===== config.mk =====
export PLATFORM = sky130hd
export DESIGN_NAME = wdog_steer
export DESIGN_NICKNAME = d
export VERILOG_FILES = /design/src/rtl/wdog_steer.sv
export SDC_FILE = /design/constraint.sdc
export NUM_CORES = 1
export LEC_CHECK = 0
export BUFFER_PORTS_ARGS = -buffer_cell sky130_fd_sc_hd__buf_4
export CORE_MARGIN = 2
export CORE_UTILIZATION = 57
export CTS_BUF_LIST = sky130_fd_sc_hd__clkbuf_8
export DETAILED_ROUTE_END_ITERATION = 10
export PLACE_DENSITY = 0.86
export SLEW_MARGIN = 20
export SYNTH_ARGS = -nofsm -noshare
export SYNTH_HDL_FRONTEND = slang
export SYNTH_SLANG_ARGS = --single-unit

===== constraint.sdc =====
create_clock -name clk -period 2.4 [get_ports clk]
set_input_delay 0.36 -clock clk [delete_from_list [all_inputs] [get_ports clk]]
set_output_delay 0.36 -clock clk [all_outputs]
set_load 0.005 [all_outputs]

===== src/rtl/wdog_steer.sv =====
module wdog_steer #(
  parameter int ADDR_W = 13,
  parameter logic [ADDR_W-1:0] CTRL_ADDR = 13'h1FF7,
  parameter logic [ADDR_W-1:0] FLAG_ADDR = 13'h1FF0,
  parameter logic [ADDR_W-1:0] AUX_ADDR  = 13'h1FFC
) (
  input  logic              clk,
  input  logic              rst_n,
  input  logic              tick,
  input  logic [ADDR_W-1:0] bus_addr,
  input  logic              bus_wr,
  input  logic              bus_rd,
  input  logic [7:0]        bus_wdata,
  output logic [7:0]        bus_rdata,
  output logic              irq_pulse,
  output logic              reset_req
);
  localparam int MULT_W = 5;
  localparam int CNT_W  = MULT_W + 6;

  logic [7:0]       ctrl_q;
  logic             flag_q;
  logic             aux_q;
  logic [CNT_W-1:0] cnt_q;

  function automatic logic [CNT_W-1:0] span(input logic [7:0] v);
    return CNT_W'(v[6:2]) << {v[1:0], 1'b0};
  endfunction

  wire wr_ctrl = bus_wr && (bus_addr == CTRL_ADDR);
  wire wr_aux  = bus_wr && (bus_addr == AUX_ADDR);
  wire rd_flag = bus_rd && (bus_addr == FLAG_ADDR);
  wire running = tick && (cnt_q != '0);
  wire expire  = running && (cnt_q == CNT_W'(1)) && !wr_ctrl && !rd_flag;

  always_comb begin
    case (bus_addr)
      CTRL_ADDR: bus_rdata = ctrl_q;
      FLAG_ADDR: bus_rdata = {flag_q, 7'b0};
      AUX_ADDR:  bus_rdata = {1'b0, aux_q, 6'b0};
      default:   bus_rdata = 8'h00;
    endcase
  end

  always_ff @(posedge clk or negedge rst_n) begin
    if (!rst_n) begin
      ctrl_q    <= '0;
      flag_q    <= 1'b0;
      aux_q     <= 1'b0;
      cnt_q     <= '0;
      irq_pulse <= 1'b0;
      reset_req <= 1'b0;
    end else begin
      irq_pulse <= 1'b0;
      reset_req <= 1'b0;
      if (wr_aux) aux_q <= bus_wdata[6];
      if (wr_ctrl) begin
        ctrl_q <= bus_wdata;
        flag_q <= 1'b0;
        cnt_q  <= span(bus_wdata);
      end else if (rd_flag) begin
        cnt_q <= span(ctrl_q);
      end else if (running) begin
        cnt_q <= cnt_q - CNT_W'(1);
      end
      if (expire) begin
        flag_q <= 1'b1;
        if (ctrl_q[7]) begin
          ctrl_q    <= '0;
          aux_q     <= 1'b0;
          reset_req <= 1'b1;
        end else begin
          irq_pulse <= 1'b1;
        end
      end
    end
  end
endmodule


==> impl_metrics.json, run 1 <==
{
  "intPower_mw": 0.767,
  "grt_pass1_wl_um": 7980,
  "finalSetupViolations": 0,
  "max_cap_viol_count": 0,
  "grt-ovfl-total": 0,
  "portBuffers": 35,
  "final_cell_mix": "47 x buf_4, 30 x nand2_1, 23 x dfrtp_1, 15 x a21oi_1, 12 x nor2_1",
  "synth-async-reset-ratio": 1.00,
  "startpoint_type": "flop",
  "p_switching_mw": 0.419,
  "clk_pin_slew_ns": 0.09,
  "vias": 1764,
  "drt_pass1_iterations": 5,
  "rsz0062_at_grt": "false",
  "cts_buffers": 3,
  "synth_area_um2": 1730,
  "crit_start": "cnt_q[0]",
  "crit_top_cell": "buf_4",
  "powerDensity_nw_per_um2": 557,
  "p_seq_frac": 0.463,
  "irDropWorstVdd_uv": 380,
  "cts_resized": 0,
  "place_congestion": 0.850,
  "min-delay-start": "bus_wdata[6]",
  "initial_core_util": 0.615,
  "area_delta_synth_final_pct": 23.4,
  "p_leak_nw": 0.885,
  "ios": 36,
  "coreArea_um2": 2810,
  "slowest_delay_ns": 0.49,
  "layout_commonest_cell": "buf_4",
  "cts_tree": "done",
  "finalHoldViolCount": 0,
  "min_period_ns": 2.21,
  "drc": 0,
  "clkLatencyLatePin_ns": 0.28,
  "arrival_ns": 2.38,
  "slew_headroom": 0.708,
  "cts_max_path_buffers": 2,
  "ys_seq_elements": 23,
  "power.share.clock": 0.206,
  "syn_nets": 239,
  "yosysWarnings": 0,
  "drtIter0Drc": 105,
  "crit_slowest_cell": "or3b_2",
  "avgSynthCellArea_um2": 8.18,
  "final_antenna_net_count": 0,
  "final_cells": 281,
  "end_kind": "flop",
  "path_buf_inv": 3,
  "diodes": 0,
  "combPwrFrac": 0.331,
  "grt_max_degree": 24,
  "wl_per_cell_um": 16.4,
  "crit_required_ns": 2.57,
  "finalWirelength_um": 4600,
  "cts_root_buf": "clkbuf_8",
  "drive_above_1_share": 0.248,
  "grt_pass1_vias": 1714,
  "slew_viol_final": 0,
  "hpwl_um": 3480,
  "ys_types": 49,
  "synth_ff_type": "dfrtp_1",
  "skew_ns": 0.0120,
  "cts.sinks": 23,
  "tns_ns": 0,
  "max_slew.worst_pin.slew_ns": 0.438,
  "outcome": "complete, no violations",
  "path_max_fanout": 8,
  "critical_path.cell_chain": "inv_1 > ha_1 > or3b_2 > o41ai_2 > buf_4 > nor2b_1 > buf_4 > o21ai_0 > o31ai_1",
  "timing.fmax_ghz": 0.452,
  "die-area_um2": 3480,
  "post-route-period-util": 0.921,
  "die_h_um": 59.0,
  "track_usage": 0.300,
  "core.rowCount": 19,
  "final_nets": 279,
  "yosysSeqAreaShare": 0.334,
  "placed_cells": 276,
  "vias_per_cell": 6.28,
  "path_delay_family": "simple AND/OR/NAND/NOR gates",
  "htreeDepth": 1,
  "antenna_found_initial": 0,
  "sw_frac_of_total": 0.353,
  "hold_path_class": "input pin to flop",
  "worstReg2RegStart": "cnt_q[0]",
  "synth_edf_count": 0,
  "die_w_um": 59.0,
  "syn-instance-count": 211,
  "critical_path_class": "flop to flop"
}
-- layout make-up --
class / instances / area, um2
clock buffers: 3 / 41.3
clock inverters: 1 / 3.75
fillers: 220 / 676
inverters: 4 / 15.0
multi-input cells: 171 / 1090
flip-flops and latches: 23 / 576
well taps: 31 / 38.8
repair buffers: 48 / 363
-- power by group through the flow --
stage,sequential [mW],clock (mW),combinational [mW]
floorplan,0.528,0,0.255
global placement,0.552,0,0.384
detailed placement,0.557,0,0.388
CTS,0.549,0.246,0.393
global route,0.559,0.260,0.442
finish,0.549,0.245,0.393
-- what timing repair did --
action                                 in CTS  in global routing
setup buffers                               0                  0
endpoints found under the hold margin      23                  0
hold buffers                                1                  0
-- worst register-to-register path, delay by kind of cell (launching register included) --
family                   cells  cell delay [ns]
AND/OR/NAND/NOR              2             0.61
buffers and inverters        3             0.45
adder cells (fa/ha/maj)      1             0.24
AO/OA/AOI/OAI                3             0.39
flip-flops                   1             0.41
-- synthesized netlist by cell type, drive strengths merged (4+ instances only) --
| cell type | count | area share |
|---|---|---|
| buf | 5 | 0.015 |
| nor4 | 6 | 0.022 |
| or4 | 4 | 0.020 |
| clkbuf | 8 | 0.017 |
| nand2b | 6 | 0.022 |
| or3 | 5 | 0.018 |
| dfrtp | 23 | 0.33 |
| and2 | 7 | 0.025 |
| xor2 | 4 | 0.020 |
| inv | 4 | 0.0087 |
| a31oi | 5 | 0.018 |
| nor3 | 7 | 0.020 |
| nand4 | 5 | 0.018 |
| o211ai | 5 | 0.022 |
| o21ai | 10 | 0.029 |
| nand3 | 5 | 0.015 |
| nor2 | 13 | 0.038 |
| mux2i | 7 | 0.041 |
| nand2 | 30 | 0.065 |
| a21oi | 17 | 0.054 |
-- registers in the layout (all words and copies together) (netlist names) --
register   cells
reset_req      1
aux_q          1
cnt_q         11
flag_q         1
irq_pulse      1
ctrl_q         8
-- through the flow --
step	hold WS (ns)	setup WS (ns)	instance area, um2	utilization	power (mW)
2_1_floorplan	0.0644	0.222	1730	-	0.784
3_3_place_gp	0.267	0.154	2070	0.740	0.936
3_5_place_dp	0.267	0.0903	2070	0.740	0.945
4_1_cts	0.348	0.183	2130	0.759	1.19
5_1_grt	0.360	0.00945	2130	0.759	1.26
6_report	0.351	0.189	2130	0.759	1.19
-- path summary, 6_finish.rpt --
path                                  end  slack (ns)  depth (start not counted)
max in group asynchronous       ctrl_q[3]        1.64                          2
worst min register to register  irq_pulse        0.47                          1
worst min-delay path            ctrl_q[6]        0.35                          3
worst max register to register   cnt_q[7]        0.19                          9
worst max-delay path             cnt_q[7]        0.19                          9
min in group asynchronous        cnt_q[4]        0.51                          2
-- kinds of logic after synthesis --
group / after synthesis / synth area share
fa+ha+maj: 2 / 0.0145
compound gates: 57 / 0.229
buf+inv: 17 / 0.0406
simple gates: 101 / 0.321
mux: 7 / 0.0406
flops: 23 / 0.334
xor+xnor: 4 / 0.0203
-- routing by layer --
layer	share of wire	vias up	global-route usage	wire, um
met1	0.44	818	0.419	2030
li1	-	858	-	-
met5	0	-	0	0
met2	0.47	81	0.484	2160
met3	0.071	7	0.0306	325
met4	0.019	0	0.110	88
(Power assumes the default switching activity.)
==> inputs of run 2 (changes only) <==
--- a/config.mk
+++ b/config.mk
@@ -7,10 +7,10 @@
 export LEC_CHECK = 0
 export BUFFER_PORTS_ARGS = -buffer_cell sky130_fd_sc_hd__buf_4
 export CORE_MARGIN = 2
-export CORE_UTILIZATION = 57
+export CORE_UTILIZATION = 45
 export CTS_BUF_LIST = sky130_fd_sc_hd__clkbuf_8
 export DETAILED_ROUTE_END_ITERATION = 10
-export PLACE_DENSITY = 0.86
+export PLACE_DENSITY = 0.71
 export SLEW_MARGIN = 20
 export SYNTH_ARGS = -nofsm -noshare
 export SYNTH_HDL_FRONTEND = slang
==> constraint.sdc (replaced) <==
create_clock -name clk -period 2.15 [get_ports clk]
set_input_delay 0.3225 -clock clk [delete_from_list [all_inputs] [get_ports clk]]
set_output_delay 0.3225 -clock clk [all_outputs]
set_load 0.005 [all_outputs]
==> run 2 against run 1 <==
Maximum frequency increased by 5.2%. Clock-buffer cell count unchanged. Sequential power increased by 6.4%. Wire length increased by 7.7%. Via count increased by 5.3%. Largest cell class unchanged. Largest power group is now combinational logic.
==> impl_metrics.json, run 2 (same netlist as run 1, synthesis figures left out) <==
{
  "slew_headroom": 0.700,
  "drc": 0,
  "ios": 36,
  "finalWirelength_um": 4960,
  "grt-ovfl-total": 0,
  "htreeDepth": 1,
  "antenna_found_initial": 0,
  "skew_ns": 0.00231,
  "powerDensity_nw_per_um2": 637,
  "track_usage": 0.242,
  "diodes": 0,
  "max_cap_viol_count": 0,
  "portBuffers": 35,
  "drtIter0Drc": 110,
  "finalSetupViolations": 0,
  "crit_required_ns": 2.31,
  "initial_core_util": 0.471,
  "outcome": "complete, no violations",
  "grt_max_degree": 24,
  "die_w_um": 65.9,
  "cts_tree": "done",
  "cts_max_path_buffers": 2,
  "cts_buffers": 3,
  "multi_input_area_um2": 1140,
  "end_kind": "flop",
  "clkLatencyLatePin_ns": 0.27,
  "cts.sinks": 23,
  "reg_top3": "cnt_q: 11 flops, ctrl_q: 8 flops",
  "placed_cells": 309,
  "irDropWorstVdd_uv": 306,
  "tns_ns": 0,
  "startpoint_type": "flop",
  "place_congestion": 0.859,
  "placedInstanceArea_um2": 2240,
  "arrival_ns": 2.26,
  "seq_area_um2": 576,
  "hpwl_um": 3760,
  "final_cells": 318,
  "die-area_um2": 4350,
  "post-route-period-util": 0.977,
  "layout_commonest_cell": "buf_4",
  "min_period_ns": 2.10,
  "critical_path_class": "flop to flop",
  "core.rowCount": 22,
  "area_delta_synth_final_pct": 36.5,
  "finalHoldViolCount": 0,
  "largest_register_ffs": 11,
  "final_nets": 299,
  "coreArea_um2": 3660,
  "path_max_fanout": 5,
  "die_h_um": 65.9,
  "p_leak_nw": 0.992,
  "top_register": "cnt_q",
  "drt_pass1_iterations": 6,
  "drive_above_1_share": 0.330,
  "grt_pass1_vias": 1696,
  "max_slew.worst_pin.slew_ns": 0.446,
  "vias": 1858,
  "cts_root_buf": "clkbuf_8",
  "final_cell_mix": "65 x buf_4, 30 x nand2_1, 23 x dfrtp_1, 15 x a21oi_1, 12 x nor2_1",
  "clk_pin_slew_ns": 0.09,
  "hold_ws_ns": 0.316,
  "slew_viol_final": 0,
  "design_area_um2": 2360,
  "n_fill_cell": 340,
  "final_antenna_net_count": 0,
  "wl_per_cell_um": 15.6,
  "timing.fmax_ghz": 0.476,
  "hold_path_class": "input pin to flop",
  "grt_pass1_wl_um": 8140,
  "vias_per_cell": 5.84
}
-- run 2: routing by layer --
layer / GRT usage / vias to the layer above / routed length, um
li1: - / 907 / -
met4: 0.0651 / 0 / 43
met1: 0.334 / 898 / 2240
met2: 0.398 / 46 / 2480
met5: 0 / - / 0
met3: 0.0324 / 7 / 190
-- run 2: worst paths after layout --
check,cells after the start,slack [ns],start,endpoint
worst min register to register,1,0.48,ctrl_q[7],irq_pulse
max in group asynchronous,2,1.43,rst_n,cnt_q[3]
min in group asynchronous,2,0.48,rst_n,cnt_q[6]
worst max-delay path,5,0.05,cnt_q[6],ctrl_q[4]
worst min-delay path,3,0.32,bus_wdata[6],ctrl_q[6]
worst max register to register,5,0.05,cnt_q[6],ctrl_q[4]
-- run 2: layout make-up --
type                       count  area share
clock buffer                   3      0.0175
timing repair buffer          67       0.220
tap                           48      0.0255
multi-input combinational    172       0.484
inverter                       4     0.00637
sequential                    23       0.244
clock inverter                 1     0.00212
-- run 2: metrics by stage --
| stage | setup slack (ns) | utilization | power, mW |
|---|---|---|---|
| global placement | -0.0158 | 0.612 | 1.15 |
| global route | -0.00884 | 0.644 | 1.59 |
| CTS | 0.0325 | 0.630 | 1.44 |
| detailed placement | -0.0556 | 0.612 | 1.16 |
| floorplan | 0.0117 | - | 0.911 |
| finish | 0.0486 | 0.644 | 1.50 |
-- run 2: where the power goes --
group	total [mW]	switching (mW)	internal, mW
clock	0.279	0.149	0.130
combinational	0.639	0.307	0.332
sequential	0.584	0.0703	0.514
total	1.50	0.526	0.975
-- run 2: critical path, stage by stage (launching register included) --
cell	delay [ns]
dfrtp_1	0.40
or3_4	0.39
or3_4	0.38
or4_4	0.57
nor2_4	0.20
a21oi_1	0.06
-- run 2: what timing repair did --
item / CTS / global route
hold buffers: 1 / 0
setup endpoints to repair: 1 / 17
endpoints found under the hold margin: 23 / 0
gates cloned: 0 / 1
resized for setup: 1 / 8
buffers inserted: 1 / 2
pin swaps: 2 / 2
